[src/rtl/sdcd_pkg.sv]
package sdcd_pkg;
  localparam int unsigned DIV_W = 8;
  typedef logic [DIV_W-1:0] div_t;
  localparam div_t DIV_MAX = '1;
endpackage

[src/rtl/sdcd_div_search.sv]
module sdcd_div_search
  import sdcd_pkg::*;
#(
  parameter int unsigned REF_HZ = 50_000_000,
  parameter int unsigned FREQ_W = 32
) (
  input  logic              clk,
  input  logic              rst_n,
  input  logic              start,
  input  logic [FREQ_W-1:0] freq,
  output div_t              div_o
);
  localparam int unsigned ACC_W = FREQ_W + DIV_W + 1;
  localparam logic [ACC_W-1:0] REF_V = ACC_W'(REF_HZ);

  logic             busy_q, busy_n;
  logic [ACC_W-1:0] acc_q, acc_n, incr;
  div_t             step_q, step_n, base_q, base_n;
  logic             hit;

  // acc_q holds (f+1)*(step+1); the first step where it exceeds REF is the answer
  always_comb begin
    incr   = ACC_W'(freq) + ACC_W'(1);
    hit    = acc_q > REF_V;
    busy_n = busy_q;
    acc_n  = acc_q;
    step_n = step_q;
    base_n = base_q;
    if (start) begin
      busy_n = 1'b1;
      acc_n  = incr;
      step_n = '0;
    end else if (busy_q) begin
      if (hit || step_q == DIV_MAX) begin
        busy_n = 1'b0;
        base_n = step_q;
      end else begin
        acc_n  = acc_q + incr;
        step_n = step_q + div_t'(1);
      end
    end
  end

  always_ff @(posedge clk or negedge rst_n) begin
    if (!rst_n) begin
      busy_q <= 1'b0;
      acc_q  <= '0;
      step_q <= '0;
      base_q <= DIV_MAX;
    end else begin
      busy_q <= busy_n;
      acc_q  <= acc_n;
      step_q <= step_n;
      base_q <= base_n;
    end
  end

  assign div_o = base_q;

  AST_SEARCH_RESULT: assert property (@(posedge clk) disable iff (!rst_n)
    !$stable(base_q) |-> ($past(acc_q) > REF_V || base_q == DIV_MAX));

endmodule

[src/rtl/sdcd_policy.sv]
module sdcd_policy
  import sdcd_pkg::*;
#(
  parameter int unsigned REF_HZ     = 50_000_000,
  parameter int unsigned POST_HZ    = 1_000_000,
  parameter int unsigned SLOW_RATIO = 8
) (
  input  logic        clk,
  input  logic        rst_n,
  input  logic        load_nz,
  input  logic        load_z,
  input  logic        slow_req,
  input  logic        idle_clk_en,
  input  logic        pwr_on,
  input  logic        pwr_off,
  input  logic        req_begin,
  input  logic        req_end,
  input  logic        bulk_done,
  input  logic        bulk_err,
  input  logic        hi_we,
  input  logic [7:0]  hi_wdata,
  input  div_t        base_div,
  output logic [15:0] clk_reg,
  output logic        clk_on
);
  localparam int unsigned POST_RAW = REF_HZ / ((POST_HZ == 0) ? 1 : POST_HZ);
  localparam div_t POST_DIV = (POST_RAW > ((1 << DIV_W) - 1)) ? DIV_MAX : div_t'(POST_RAW);

  logic       slow_q, slow_n;
  logic       on_q, on_n;
  logic [7:0] hi_q, hi_n;
  div_t       lo_q, lo_n;
  div_t       scaled_div, eff_div;

  generate
    if (SLOW_RATIO <= 1) begin : g_no_scale
      assign scaled_div = base_div;
    end else begin : g_scale
      localparam int unsigned RW = $clog2(SLOW_RATIO + 1);
      localparam int unsigned PW = DIV_W + RW;
      logic [PW-1:0] prod;
      assign prod       = PW'(base_div) * PW'(SLOW_RATIO);
      assign scaled_div = (prod > PW'(DIV_MAX)) ? DIV_MAX : prod[DIV_W-1:0];
    end
  endgenerate

  always_comb begin
    eff_div = slow_q ? POST_DIV : (slow_req ? scaled_div : base_div);

    slow_n = slow_q;
    if (pwr_on)                     slow_n = 1'b1;
    else if (bulk_done && !bulk_err) slow_n = 1'b0;

    on_n = on_q;
    if (pwr_off)
      on_n = 1'b0;
    else if (req_begin || load_nz)
      on_n = 1'b1;
    else if ((req_end || load_z) && !idle_clk_en && !slow_q)
      on_n = 1'b0;

    hi_n = hi_we ? hi_wdata : hi_q;
    lo_n = eff_div;
  end

  always_ff @(posedge clk or negedge rst_n) begin
    if (!rst_n) begin
      slow_q <= 1'b0;
      on_q   <= 1'b0;
      hi_q   <= '0;
      lo_q   <= DIV_MAX;
    end else begin
      slow_q <= slow_n;
      on_q   <= on_n;
      hi_q   <= hi_n;
      lo_q   <= lo_n;
    end
  end

  assign clk_reg = {hi_q, lo_q};
  assign clk_on  = on_q;

  AST_SLOW_ENTER: assert property (@(posedge clk) disable iff (!rst_n)
    pwr_on |=> slow_q);
  AST_SLOW_DIV: assert property (@(posedge clk) disable iff (!rst_n)
    (slow_q && $past(slow_q)) |-> lo_q == POST_DIV);
  AST_SLOW_CLEAR: assert property (@(posedge clk) disable iff (!rst_n)
    (bulk_done && !bulk_err && !pwr_on) |=> !slow_q);
  AST_HI_KEEP: assert property (@(posedge clk) disable iff (!rst_n)
    !hi_we |=> $stable(clk_reg[15:8]));
  AST_PWROFF_STOP: assert property (@(posedge clk) disable iff (!rst_n)
    pwr_off |=> !clk_on);

endmodule

[src/rtl/sdcd_out_stage.sv]
module sdcd_out_stage
  import sdcd_pkg::*;
(
  input  logic clk,
  input  logic rst_n,
  input  logic clk_on,
  input  div_t div_in,
  output logic sd_clk
);
  localparam int unsigned CW = DIV_W + 1;

  function automatic logic [CW-1:0] per_len(input div_t d);
    logic [CW-1:0] p;
    p = {1'b0, d} + CW'(1);
    if (d == '0) p = CW'(2);
    return p;
  endfunction

  function automatic logic [CW-1:0] low_len(input logic [CW-1:0] p);
    return (p >> 1) + CW'(p[0]);
  endfunction

  logic [CW-1:0] cnt_q, cnt_n, per_c;
  div_t          act_q, act_n;
  logic          run_q, run_n;
  logic          clk_q, clk_n;

  always_comb begin
    per_c = per_len(act_q);
    if (!run_q) begin
      cnt_n = '0;
      act_n = div_in;
      run_n = clk_on;
    end else if (cnt_q == per_c - CW'(1)) begin
      cnt_n = '0;
      act_n = div_in;
      run_n = clk_on;
    end else begin
      cnt_n = cnt_q + CW'(1);
      act_n = act_q;
      run_n = 1'b1;
    end
    clk_n = run_n && (cnt_n >= low_len(per_len(act_n)));
  end

  always_ff @(posedge clk or negedge rst_n) begin
    if (!rst_n) begin
      cnt_q <= '0;
      act_q <= DIV_MAX;
      run_q <= 1'b0;
      clk_q <= 1'b0;
    end else begin
      cnt_q <= cnt_n;
      act_q <= act_n;
      run_q <= run_n;
      clk_q <= clk_n;
    end
  end

  assign sd_clk = clk_q;

  AST_DIV_AT_LOW_START: assert property (@(posedge clk) disable iff (!rst_n)
    !$stable(act_q) |-> cnt_q == '0);

endmodule

[src/rtl/sd_clk_divider.sv]
module sd_clk_divider
  import sdcd_pkg::*;
#(
  parameter int unsigned REF_HZ     = 50_000_000,
  parameter int unsigned POST_HZ    = 1_000_000,
  parameter int unsigned SLOW_RATIO = 8,
  parameter int unsigned FREQ_W     = 32
) (
  input  logic              clk,
  input  logic              rst_n,
  input  logic [FREQ_W-1:0] freq_hz,
  input  logic              freq_load,
  input  logic              slow_req,
  input  logic              idle_clk_en,
  input  logic              pwr_on,
  input  logic              pwr_off,
  input  logic              req_begin,
  input  logic              req_end,
  input  logic              bulk_done,
  input  logic              bulk_err,
  input  logic              hi_we,
  input  logic [7:0]        hi_wdata,
  output logic [15:0]       clk_reg,
  output logic              card_clk_en,
  output logic              sd_clk
);
  logic load_nz, load_z;
  div_t base_div;

  assign load_nz = freq_load && (freq_hz != '0);
  assign load_z  = freq_load && (freq_hz == '0);

  sdcd_div_search #(.REF_HZ(REF_HZ), .FREQ_W(FREQ_W)) u_search (
    .clk(clk), .rst_n(rst_n), .start(load_nz), .freq(freq_hz), .div_o(base_div)
  );

  sdcd_policy #(.REF_HZ(REF_HZ), .POST_HZ(POST_HZ), .SLOW_RATIO(SLOW_RATIO)) u_policy (
    .clk(clk), .rst_n(rst_n), .load_nz(load_nz), .load_z(load_z),
    .slow_req(slow_req), .idle_clk_en(idle_clk_en), .pwr_on(pwr_on),
    .pwr_off(pwr_off), .req_begin(req_begin), .req_end(req_end),
    .bulk_done(bulk_done), .bulk_err(bulk_err), .hi_we(hi_we),
    .hi_wdata(hi_wdata), .base_div(base_div), .clk_reg(clk_reg),
    .clk_on(card_clk_en)
  );

  sdcd_out_stage u_out (
    .clk(clk), .rst_n(rst_n), .clk_on(card_clk_en), .div_in(clk_reg[7:0]),
    .sd_clk(sd_clk)
  );

endmodule

[config.mk]
export PLATFORM = sky130hd
export DESIGN_NAME = sd_clk_divider
export DESIGN_NICKNAME = d
export VERILOG_FILES = /design/src/rtl/sdcd_pkg.sv /design/src/rtl/sdcd_div_search.sv /design/src/rtl/sdcd_policy.sv /design/src/rtl/sdcd_out_stage.sv /design/src/rtl/sd_clk_divider.sv
export SDC_FILE = /design/constraint.sdc
export NUM_CORES = 1
export LEC_CHECK = 0
export BUFFER_PORTS_ARGS = -buffer_cell sky130_fd_sc_hd__buf_2
export CORE_MARGIN = 1.5
export CORE_UTILIZATION = 60
export DETAILED_ROUTE_END_ITERATION = 10
export PLACE_DENSITY = 0.8
export SLEW_MARGIN = 20
export SYNTH_ARGS = -nofsm -noshare
export SYNTH_HDL_FRONTEND = slang
export SYNTH_SLANG_ARGS = --single-unit
export TNS_END_PERCENT = 5
[constraint.sdc]
create_clock -name clk -period 9.4 [get_ports clk]
set_input_delay 1.41 -clock clk [delete_from_list [all_inputs] [get_ports clk]]
set_output_delay 1.41 -clock clk [all_outputs]
set_load 0.1 [all_outputs]
Yosys cells after proc, flatten, opt, wreduce, memory -nomap -nowiden
Index checks and enable logic that the tools add are counted.
W data, S select, Z words.
- add/subtract/negate cells: 8
- $lt $le $gt $ge: 3
- equality and inequality tests: 3
- mux-type cells: 25
- bitwise gates (word level): 1
- reductions and logical operators: 21
- operator list (operator ; number):
    $mux W41 ; 3
    $mux W8 ; 8
    $add A41 B41 Y41 ; 1
    $gt A41 B26 Y1 const B ; 1
    $mux W9 ; 4
    $add A32 B1 Y33 const B ; 1
    $logic_not A32 Y1 ; 1
    $reduce_bool A32 Y1 ; 1
    $add A8 B1 Y9 const B ; 2
    $logic_not A8 Y1 ; 2
    $gt A11 B8 Y1 const B ; 1
    $mux W1 ; 10
    $add A8 B1 Y9 ; 1
    $add A9 B1 Y9 const B ; 1
    $eq A9 B9 Y1 ; 1
    $ge A9 B9 Y1 ; 1
    $sub A9 B1 Y9 const B ; 1
    $add A8 B1 Y8 const B ; 1
    $eq A8 B8 Y1 const B ; 1
    $logic_and A1 B1 Y1 ; 6
    $reduce_bool A2 Y1 ; 2
    $logic_not A1 Y1 ; 3
    $logic_or A1 B1 Y1 ; 3
    $reduce_and A3 Y1 ; 1
    4 further kinds ; 4
- flip-flop bits (word level): 95
- input port bits: 52
- output and inout bits: 18

Logic depth before layout (Yosys ltp)
Gate-level depths: netlist of the first run.
- depth after elaboration: 11
- depth in mapped cells: 31

Cells and area by module
A second synthesis of the first run with hierarchy kept.
- cell total of the unflattened synthesis: 902
- area, all modules: 8091.5 µm²
- by module, submodules not included (module ; times used ; cells an instance ; area an instance (µm²) ; seq. area each (µm²)):
    sdcd_div_search ; 1 ; 563 ; 4885.9 ; 1461.4
    sdcd_out_stage ; 1 ; 269 ; 2389.8 ; 485.5
    sdcd_policy ; 1 ; 57 ; 737.0 ; 460.4
    sd_clk_divider ; 1 ; 13 ; 78.8 ; 0.0

Worst setup path before layout of the first run
OpenSTA, ideal clock, no wires.
- kind: register to register
- start: register u_out.act_q[0]
- end: register u_out.clk_q (netlist: u_out.sd_clk)
- library setup time: 119 ps
- arrival: 6525 ps
- data required time: 9281 ps
- setup slack: 2756 ps
- cell stages (with the launch flop): 30
- buffers on the path: 2
- period minus slack after synthesis: 6644 ps
- cells stage by stage: dfstp_2 ha_1 nand2_1 nor4b_1 o31ai_1 a2111oi_0 a221oi_1 and3_1 o41a_1 buf_6 buf_6 mux2_2 inv_1 ha_1 or4b_2 nor4_1 nor2_1 mux4_2 ha_1 inv_1 ha_1 a21o_1 a21o_1 a21o_1 a21o_1 a21o_1 a21o_1 a21oi_1 nor2b_1 o21a_1
- longest elaborated chain between the ends: 11
- elaborated cells on any way between the ends: 17
- RTL lines (what ; RTL line ; source):
    start, declared ; sdcd_out_stage.sv:24 ; div_t act_q, act_n;
    start signal, assigned ; sdcd_out_stage.sv:54 ; act_q <= act_n;
    $add A8 B1 Y9 or $logic_not A8 Y1 (tied branches) ; sdcd_out_stage.sv:14, sdcd_out_stage.sv:15 ;
    $mux W9 * ; sdcd_out_stage.sv:15 ; if (d == '0) p = CW'(2);
    $sub A9 B1 Y9 * ; sdcd_out_stage.sv:34 ; end else if (cnt_q == per_c - CW'(1)) begin
    $eq A9 B9 Y1 * ; sdcd_out_stage.sv:34 ;
    $mux W8 * ; sdcd_out_stage.sv:34 ;
    $mux W8 * ; sdcd_out_stage.sv:30 ; if (!run_q) begin
    net u_out.act_n[1] ; sdcd_out_stage.sv:24 ;
    $add A8 B1 Y9 or $logic_not A8 Y1 (tied branches) ; sdcd_out_stage.sv:14, sdcd_out_stage.sv:15 ;
    $mux W9 * ; sdcd_out_stage.sv:15 ;
    $add A8 B1 Y9 * ; sdcd_out_stage.sv:20 ; return (p >> 1) + CW'(p[0]);
    $ge A9 B9 Y1 * ; sdcd_out_stage.sv:43 ; clk_n = run_n && (cnt_n >= low_len(per_len(act_n)));
    $logic_and A1 B1 Y1 * ; sdcd_out_stage.sv:43 ;
    net u_out.clk_n ; sdcd_out_stage.sv:26 ; logic clk_q, clk_n;
    end signal, assigned ; sdcd_out_stage.sv:56 ; clk_q <= clk_n;
    end, declared ; sdcd_out_stage.sv:26 ;
The timed path passes the listed nets; every way through them passes the cells marked *.
A chain may end at the register's enable or synchronous reset.

Final worst setup path of the first run
- start: register u_out.act_q[0]
- end: register u_out.clk_q (netlist: u_out.sd_clk)
- longest elaborated chain between the ends: 11
- elaborated cells on any way between the ends: 17
- RTL lines (what ; RTL line):
    $add A8 B1 Y9 or $logic_not A8 Y1 (tied branches) ; sdcd_out_stage.sv:14, sdcd_out_stage.sv:15
    $mux W9 ; sdcd_out_stage.sv:15
    $sub A9 B1 Y9 ; sdcd_out_stage.sv:34
    $eq A9 B9 Y1 ; sdcd_out_stage.sv:34
    $mux W8 ; sdcd_out_stage.sv:34
    $mux W8 ; sdcd_out_stage.sv:30
    $add A8 B1 Y9 or $logic_not A8 Y1 (tied branches) ; sdcd_out_stage.sv:14, sdcd_out_stage.sv:15
    $mux W9 ; sdcd_out_stage.sv:15
    $add A8 B1 Y9 ; sdcd_out_stage.sv:20
    $ge A9 B9 Y1 ; sdcd_out_stage.sv:43
    $logic_and A1 B1 Y1 * ; sdcd_out_stage.sv:43
    net u_out.clk_n ; sdcd_out_stage.sv:26
Marks and branches as above.

==> results.yml, run 1 <==
die:
  io_pins: 70
  core_area_mm2: 0.0121
  fp.dieW_um: 115
  die_h_um: 115
  dieArea_mm2: 0.0132
  start_util_pct: 62.1
  std_cell_rows: 40
cells_and_area:
  fillers: 984
  area_delta_synth_final_pct: 9.77
  final_cell_mix: "nand2_1, nor2_1, dfrtp_1"
  fin_util_pct: 68.1
  diodes: 0
  nets: 1008
  drive_above_1_share_pct: 17.1
  final_common_cell: "nand2_1"
critical_path:
  path_max_fanout: 27
  worst_setup_path_start_kind: "flip-flop"
  critPathArrivalTime_ns: 7.76
  criticalPathCategory: "flip-flop to flip-flop"
  crit_path_end_kind: "flip-flop"
  cp.required_ns: 9.65
timing:
  finalCriticalPeriod_ns: 7.51
  fin_skew_ns: 0.00844
  rsz0062_at_grt: "false"
  final.setup.tns_ns: 0
  tightestPinTransition_ns: 0.810
  finalCritPeriodShare_pct: 79.9
  setup_viol: 0
  final_hold_viol_count: 0
  max_slew_margin_pct: 46.0
  drv_slew: 0
  max_freq_mhz: 133
placed_design:
  io_buffers: 69
  hpwl_um: 13000
  gp_congestion: 0.927
grt:
  grt_pass1_wl_um: 29300
  track_usage_pct: 28.0
  antenna_found_initial: 0
  grt_pass1_vias: 5990
  grt_max_degree: 69
  gr-total-overflow: 0
detailed_routing:
  drtIter0Drc: 528
  via_count: 6440
  drtPass1Iterations: 5
  post_drt_wl_per_cell_um: 16.4
  ant_nets: 0
  finalWirelength_um: 17600
  via_per_inst: 5.99
  drc: 0
yosys:
  yosysSeqAreaShare_pct: 32.0
  synth_area_per_cell_um2: 8.81
  synth_edf_count: 0
  synth-async-reset-ratio_pct: 100
  syn_area_mm2: 0.00752
  synthCells: 853
  synth_nets: 959
  ys_types: 65
  yosys_warnings: 0
  ys.flop_type: "dfrtp_1"
  ys_seq_elements: 95
clock_network:
  cts_buffer_depth: 2
  cts_tree: "yes"
  clk_latency_ns: 0.36
  numCtsBuffers: 9
  clockRootBuffer: "clkbuf_16"
  cts_setup_buffers: 0
  post_cts_resized: 0
  clk_pin_slew_ns: 0.07
  cts_sinks: 95
  cts_hold_buffers: 0
  htree_levels: 3
pwr:
  total_power_uw: 1680
  power.leakage_uw: 0.00371
  power.density_mw_per_mm2: 204
  peakVddDrop_mv: 0.111
flow_run:
  drv_cap: 0
hold_path:
  min_path_type: "flip-flop to flip-flop"
status:
  run_status: "completed"
[critical path: stages (launching register included)]
cell and delay (ns):
dfstp_2 0.69, ha_1 0.32, nand2_1 0.25, nor4b_1 0.36
o31ai_1 0.17, a2111oi_0 0.41, a221oi_1 0.09, and3_1 0.20
o41a_1 0.40, buf_4 0.25, mux2i_1 0.40, ha_1 0.24
or4b_2 0.58, nor4_1 0.41, nor2_1 0.08, mux4_2 0.51
ha_1 0.30, inv_1 0.04, ha_1 0.25, a21o_1 0.17
a21o_1 0.19, a21o_1 0.17, a21o_1 0.17, a21o_1 0.17
a21o_1 0.18, a21oi_1 0.14, nor2b_1 0.06, o21a_1 0.16
[flip-flops by register name (all words and copies together), names as in the netlist]
signal and flops:
u_out.act_q 8, u_policy.clk_on 1, u_search.div_o 8, u_policy.hi_q 8
u_out.sd_clk 1, u_policy.lo_q 8, u_out.run_q 1, u_search.busy_q 1
u_search.acc_q 41, u_out.cnt_q 9, u_policy.slow_q 1, u_search.step_q 8
[layer usage]
layer	GRT usage (%)	vias up	wire length, um
met4	8.64	0	284
met5	0	-	0
met2	44.2	187	8000
met1	40.5	3052	8290
met3	3.48	25	1050
li1	-	3176	-
[cells in the mapped netlist (3+ instances only)]
cell / number / share of area, %
or4_1: 8 / 0.80
inv_1: 22 / 1.1
nor3_1: 9 / 0.60
a31oi_1: 23 / 1.9
nor2b_1: 5 / 0.42
nor3b_1: 3 / 0.30
o21ai_0: 27 / 1.8
o21bai_1: 5 / 0.50
or3_1: 8 / 0.67
buf_6: 5 / 0.75
nand2_1: 82 / 4.1
o22ai_1: 4 / 0.33
and3_1: 23 / 1.9
o211ai_1: 7 / 0.70
a211o_1: 3 / 0.35
dfrtp_1: 71 / 24
nor4_1: 14 / 1.2
mux2_2: 23 / 3.4
nand4_1: 19 / 1.6
nor2_1: 76 / 3.8
and2_1: 20 / 1.7
o21a_1: 8 / 0.80
nand3_1: 44 / 2.9
o31ai_1: 9 / 0.90
xnor2_1: 55 / 6.4
a21oi_1: 42 / 2.8
dfstp_2: 24 / 8.4
nand2b_1: 6 / 0.50
buf_2: 5 / 0.33
a221oi_1: 3 / 0.35
xor2_1: 43 / 5.0
a21o_1: 25 / 2.5
clkbuf_1: 26 / 1.3
mux2i_1: 13 / 1.7
ha_1: 53 / 8.8
[cell type report]
class                   instances  area [um^2]  area share, %
multi-input cells             699         4860           58.9
flip-flops and latches         95         2410           29.2
repair buffers                 75          393           4.76
clock buffers                  12          268           3.24
well taps                     168          210           2.55
inverters                      22         82.6           1.00
clock inverters                 4         32.5          0.394
[worst paths after layout]
path,from,endpoint,slack (ns),cells after the start
min reg2reg,u_search.acc_q[35],u_search.acc_q[35],0.49,1
max,u_out.act_q[0],u_out.sd_clk,1.89,27
max reg2reg,u_out.act_q[0],u_out.sd_clk,1.89,27
min,u_search.acc_q[35],u_search.acc_q[35],0.49,1
min in group asynchronous,rst_n,u_search.acc_q[25],0.97,1
max in group asynchronous,rst_n,u_policy.slow_q,7.28,2
[cells by family after synthesis]
| group | share of synthesized area, % |
|---|---|
| and+or+nand+nor | 22.0 |
| AOI/OAI and AO/OA | 15.5 |
| xor gates and xnor gates | 11.4 |
| DFF | 32.0 |
| buffers and inverters | 3.53 |
| adders and majority gates | 9.09 |
| muxes | 6.42 |
| other | 0.0499 |
[where the power goes]
| part | internal (uW) | switching [uW] |
|---|---|---|
| Sequential | 474 | 93.7 |
| Clock | 206 | 174 |
| Combinational | 328 | 405 |
[metrics by stage]
stage	instance area [um^2]	setup WS, ns	instances	hold WS [ns]
finish	8250	1.89	1075	0.492
global placement	7950	2.32	1059	0.472
global route	8250	1.35	1075	0.519
CTS	8250	1.94	1075	0.492
detailed placement	7950	2.02	1059	0.471
floorplan	7520	2.76	853	0.454
No activity file was read; power rests on OpenSTA's default activity.
==> run 2, diff against run 1 <==
ABC_AREA = 1   (was unset)
clock period = 7 ns   (was 9.4 ns; I/O delays follow)
==> results.yml, run 2 <==
die:
  dieArea_mm2: 0.0137
  start_util_pct: 61.6
  std_cell_rows: 41
  core_area_mm2: 0.0127
  die_h_um: 117
  fp.dieW_um: 117
  io_pins: 70
critical_path:
  worst_setup_path_start_kind: "flip-flop"
  r2r_end: "u_out.sd_clk"
  cp.required_ns: 7.21
  r2r_cells: 30
  criticalPathCategory: "flip-flop to flip-flop"
  cpMostUsedCell: "nand2_1"
  cpPeakStageDelay_ns: 0.62
  crit_family: "simple AND/OR/NAND/NOR gates"
  rrSetupSlack_ns: 1.87
  crit_buf_inv: 4
  path_max_fanout: 21
  cp_slowest_cell: "dfstp_2"
  crit_path_end_kind: "flip-flop"
  reg2reg_from: "u_out.act_q[0]"
  critPathArrivalTime_ns: 5.34
yosys:
  yosys_warnings: 0
  ys_types: 52
  syn_area_mm2: 0.00781
  synthCells: 1117
  synth_nets: 1223
  yosys.area.top_type: "dfrtp_1"
  yosys-top-cells-area: "dfrtp_1, nand2_1, ha_1"
  post-synth-top-count-cell: "nand2_1"
  synth_area_per_cell_um2: 6.99
  yosys.area.top_type_share_pct: 22.8
  synth_edf_count: 0
  ys.flop_type: "dfrtp_1"
  synth-async-reset-ratio_pct: 100
  ys_seq_elements: 95
  synth_commonest_cells: "nand2_1, inv_1, nor2_1"
  yosysSeqAreaShare_pct: 30.8
hold_path:
  min_to: "u_search.acc_q[38]"
  min-delay-start: "u_search.acc_q[38]"
  min_path_type: "flip-flop to flip-flop"
  hold_depth: 2
placed_design:
  gp_congestion: 0.973
  placedCellCount: 1342
  hpwl_um: 14200
  io_buffers: 69
cells_and_area:
  diodes: 0
  top_regs: "u_search.acc_q: 41 flops, u_out.cnt_q: 9 flops"
  fillers: 1160
  largest_reg_flops: 41
  multi_input_area_mm2: 0.00465
  seq_area_mm2: 0.00241
  regMostFlops: "u_search.acc_q"
  area_delta_synth_final_pct: 10.1
  fin_cells: 1358
  final_cell_mix: "nand2_1, inv_1, nor2_1"
  nets: 1287
  final_common_cell: "nand2_1"
  drive_above_1_share_pct: 14.5
timing:
  finalCritPeriodShare_pct: 73.3
  final.setup.tns_ns: 0
  finalCriticalPeriod_ns: 5.13
  tightestPinTransition_ns: 0.862
  rsz0062_at_grt: "false"
  drv_slew: 0
  fin_skew_ns: 0.00978
  final_hold_viol_count: 0
  max_freq_mhz: 195
  max_slew_margin_pct: 42.2
  setup_viol: 0
grt:
  grt_pass1_wl_um: 31100
  grt_pass1_vias: 6948
  grt_max_degree: 62
  antenna_found_initial: 0
  track_usage_pct: 28.7
  gr-total-overflow: 0
pwr:
  switchingPower_uw: 1170
  power.density_mw_per_mm2: 294
  comb_power_share_pct: 50.4
  internal_power_uw: 1360
  total_power_uw: 2530
  power.share.clock_pct: 19.2
  peakVddDrop_mv: 0.127
  p_seq_share_pct: 30.4
  power.leakage_uw: 0.00427
  sw_frac_of_total_pct: 46.1
clock_network:
  cts_setup_buffers: 0
  numCtsBuffers: 9
  cts_tree: "yes"
  post_cts_resized: 0
  htree_levels: 3
  cts_buffer_depth: 2
  cts_sinks: 95
  cts_hold_buffers: 0
  clk_latency_ns: 0.36
  clockRootBuffer: "clkbuf_16"
  clk_pin_slew_ns: 0.07
detailed_routing:
  post_drt_wl_per_cell_um: 13.7
  drtPass1Iterations: 5
  via_per_inst: 5.56
  ant_nets: 0
  drc: 0
  drtIter0Drc: 543
  via_count: 7557
  finalWirelength_um: 18700
flow_run:
  drv_cap: 0
status:
  run_status: "completed"
[run 2: cell type report]
cell class	instances	share of cell area [%]
multi-input combinational	826	54.1
sequential	95	28.0
inverter	177	7.73
timing repair buffer	72	4.31
clock buffer	9	2.62
tap	172	2.50
clock inverter	7	0.728
[run 2: cell families (layout without fill, tap and decap cells)]
family	after synthesis	in the layout	synth area share (%)
DFF	95	95	30.8
and+or+nand+nor	505	505	28.8
buffers and inverters	196	265	9.70
xor gates and xnor gates	48	48	5.39
AOI/OAI and AO/OA	209	209	15.2
adders and majority gates	54	54	8.75
other	1	1	0.0480
muxes	9	9	1.28
[run 2: per-layer routing]
metal  GRT usage, %  wire (um)
met1           38.2       8570
met2           48.8       8790
met3           3.86        996
met4           8.76        302
met5              0          0
[run 2: metrics by stage]
step,worst slack [ns],hold WS [ns],utilization (%),cell area [um^2]
after floorplan,2.89,0.456,-,7810
after global placement,2.18,0.472,65.5,8300
after detailed placement,1.99,0.482,65.5,8300
after CTS,1.92,0.499,67.8,8590
after global routing,1.32,0.515,67.8,8590
final,1.87,0.490,67.8,8590
[run 2: worst max path at each step]
stage                     depth (start not counted)            to           start
after floorplan                                  32  u_out.sd_clk  u_out.act_q[0]
after global placement                           36  u_out.sd_clk  u_out.act_q[0]
after detailed placement                         30  u_out.sd_clk  u_out.act_q[0]
after CTS                                        30  u_out.sd_clk  u_out.act_q[0]
after global routing                             34  u_out.sd_clk  u_out.act_q[0]
final                                            30  u_out.sd_clk  u_out.act_q[0]
[run 2: tightest hold or removal path, cell delays in order, from the launching register on]
cell	delay, ns
dfrtp_1	0.32
inv_1	0.04
nor2_1	0.09
[run 2: power by group through the flow]
stage          clock network [uW]  registers, uW  logic [uW]
6_report                      485            768        1280
5_1_grt                       510            784        1450
2_1_floorplan                   0            810         948
3_3_place_gp                    0            774        1220
3_5_place_dp                    0            776        1260
4_1_cts                       490            766        1260
==> run 3, diff against run 2 <==
ABC_AREA = 0   (was 1)
CORE_UTILIZATION = 55   (was 60)
PLACE_DENSITY = 0.78   (was 0.8)
clock period = 4.5 ns   (was 7 ns; I/O delays follow)
==> results.yml, run 3 (synthesis results as in run 1) <==
die:
  core_area_mm2: 0.0133
  dieArea_mm2: 0.0144
  fp.dieW_um: 120
  io_pins: 70
  std_cell_rows: 42
  die_h_um: 120
  start_util_pct: 56.5
timing:
  rsz0062_at_grt: "true"
  finalCritPeriodShare_pct: 134
  tightestPinTransition_ns: 0.822
  finalCriticalPeriod_ns: 6.03
  max_freq_mhz: 166
  drv_slew: 0
  final_hold_viol_count: 0
  layout_setup_ws_ns: -1.53
  fin_skew_ns: 0.0119
  setup_viol: 1
  max_slew_margin_pct: 45.2
detailed_routing:
  via_count: 6776
  post_drt_wl_per_cell_um: 16.5
  drtPass1Iterations: 6
  drc: 0
  ant_nets: 0
  drtIter0Drc: 329
  finalWirelength_um: 19000
  via_per_inst: 5.89
clock_network:
  htree_levels: 3
  clockRootBuffer: "clkbuf_16"
  numCtsBuffers: 9
  clk_pin_slew_ns: 0.07
  cts_hold_buffers: 0
  cts_sinks: 95
  clk_latency_ns: 0.36
  cts_buffer_depth: 2
  cts_tree: "yes"
placed_design:
  gp_congestion: 0.917
  hpwl_um: 14000
  io_buffers: 69
critical_path:
  path_max_fanout: 6
  crit_path_end_kind: "flip-flop"
  cpPeakStageDelay_ns: 0.62
  criticalPathCategory: "flip-flop to flip-flop"
  cpMostUsedCell: "a21o_1"
  r2r_cells: 29
  critPathArrivalTime_ns: 6.28
  worst_setup_path_start_kind: "flip-flop"
  cp_slowest_cell: "dfstp_2"
  cp.required_ns: 4.75
cells_and_area:
  top_regs: "u_search.acc_q: 41 flops, u_out.cnt_q: 9 flops"
  area_delta_synth_final_pct: 18.9
  nets: 1076
  final_cell_mix: "nand2_1, nor2_1, buf_4"
  diodes: 0
  drive_above_1_share_pct: 25.1
  largest_reg_flops: 41
  final_common_cell: "nand2_1"
  fillers: 1073
  fin_util_pct: 67.2
  regMostFlops: "u_search.acc_q"
grt:
  gr-total-overflow: 0
  grt_pass1_wl_um: 32000
  track_usage_pct: 27.9
  grt_max_degree: 64
  grt_pass1_vias: 6635
  antenna_found_initial: 0
status:
  violations: "setup timing"
  run_status: "complete, but fails checks"
pwr:
  total_power_uw: 3910
  power.leakage_uw: 0.00406
  peakVddDrop_mv: 0.227
  power.density_mw_per_mm2: 438
flow_run:
  drv_cap: 0
hold_path:
  min_path_type: "input pin to asynchronous set/reset pin"
## run 3: cell count changes in the layout (fill, tap and decap cells not counted), moves of 21 or more
cell	delta
inv_1	-151
nand2_1	-143
buf_4	+70
a21oi_1	-49
xnor2_1	+47
o21ai_0	-34
nor2_1	-27
nand3_1	-24
and3_1	+22
a21o_1	+21
## run 3: worst max-delay path, delay by kind of cell, from the launching register on
family                     cells  cell delay [ns]
buffers and inverters          4             0.38
xor gates and xnor gates       1             0.16
adders and majority gates      4             0.79
muxes                          2             0.86
DFF                            1             0.62
AOI/OAI and AO/OA             11             2.00
and+or+nand+nor                7             1.11
## run 3: path summary, 6_finish.rpt
check	slack, ns	start	end
min	0.40	rst_n	u_policy.hi_q[6]
max in group asynchronous	3.13	rst_n	u_search.div_o[2]
max	-1.53	u_out.act_q[0]	u_out.sd_clk
min reg2reg	0.50	u_search.acc_q[39]	u_search.acc_q[39]
max reg2reg	-1.53	u_out.act_q[0]	u_out.sd_clk
min in group clk	0.47	pwr_off	u_policy.clk_on
## run 3: what timing repair did
item / in CTS / in global routing
setup endpoints to repair: 1 / 1
gates resized for setup: 16 / 1
setup buffers: 4 / 1
pin swaps: 9 / 1
## run 3: where the power goes
group | internal, uW | leakage [uW] | switching, uW
Combinational | 962 | 0.00279 | 1060
Sequential | 989 | 0.00112 | 123
Clock | 418 | 0.000148 | 356
Total | 2370 | 0.00406 | 1540
## run 3: metrics by stage
step / hold WS [ns] / cells / area, um^2 / worst slack, ns / TNS [ns]
2_1_floorplan: 0.379 / 853 / 7610 / -1.73 / -1.73
3_3_place_gp: 0.470 / 1130 / 8510 / -1.50 / -1.50
3_5_place_dp: 0.476 / 1130 / 8510 / -1.67 / -1.67
4_1_cts: 0.444 / 1150 / 8920 / -1.48 / -1.48
5_1_grt: 0.464 / 1151 / 8930 / -1.79 / -1.79
6_report: 0.399 / 1151 / 8930 / -1.53 / -1.53
## run 3: cell type report
type,instances,area (um^2),area share (%)
timing repair buffer,143,907,10.2
clock buffer,11,254,2.84
multi-input combinational,699,5020,56.2
inverter,22,85.1,0.952
tap,176,220,2.46
sequential,95,2410,26.9
clock inverter,5,43.8,0.490
## run 3: routing by layer
| layer | global-route usage [%] | part of all wire, % | vias up |
|---|---|---|---|
| li1 | - | - | 3303 |
| met1 | 37.2 | 45 | 3269 |
| met2 | 46.0 | 48 | 174 |
| met3 | 4.04 | 4.5 | 30 |
| met4 | 10.9 | 2.8 | 0 |
| met5 | 0 | 0 | - |
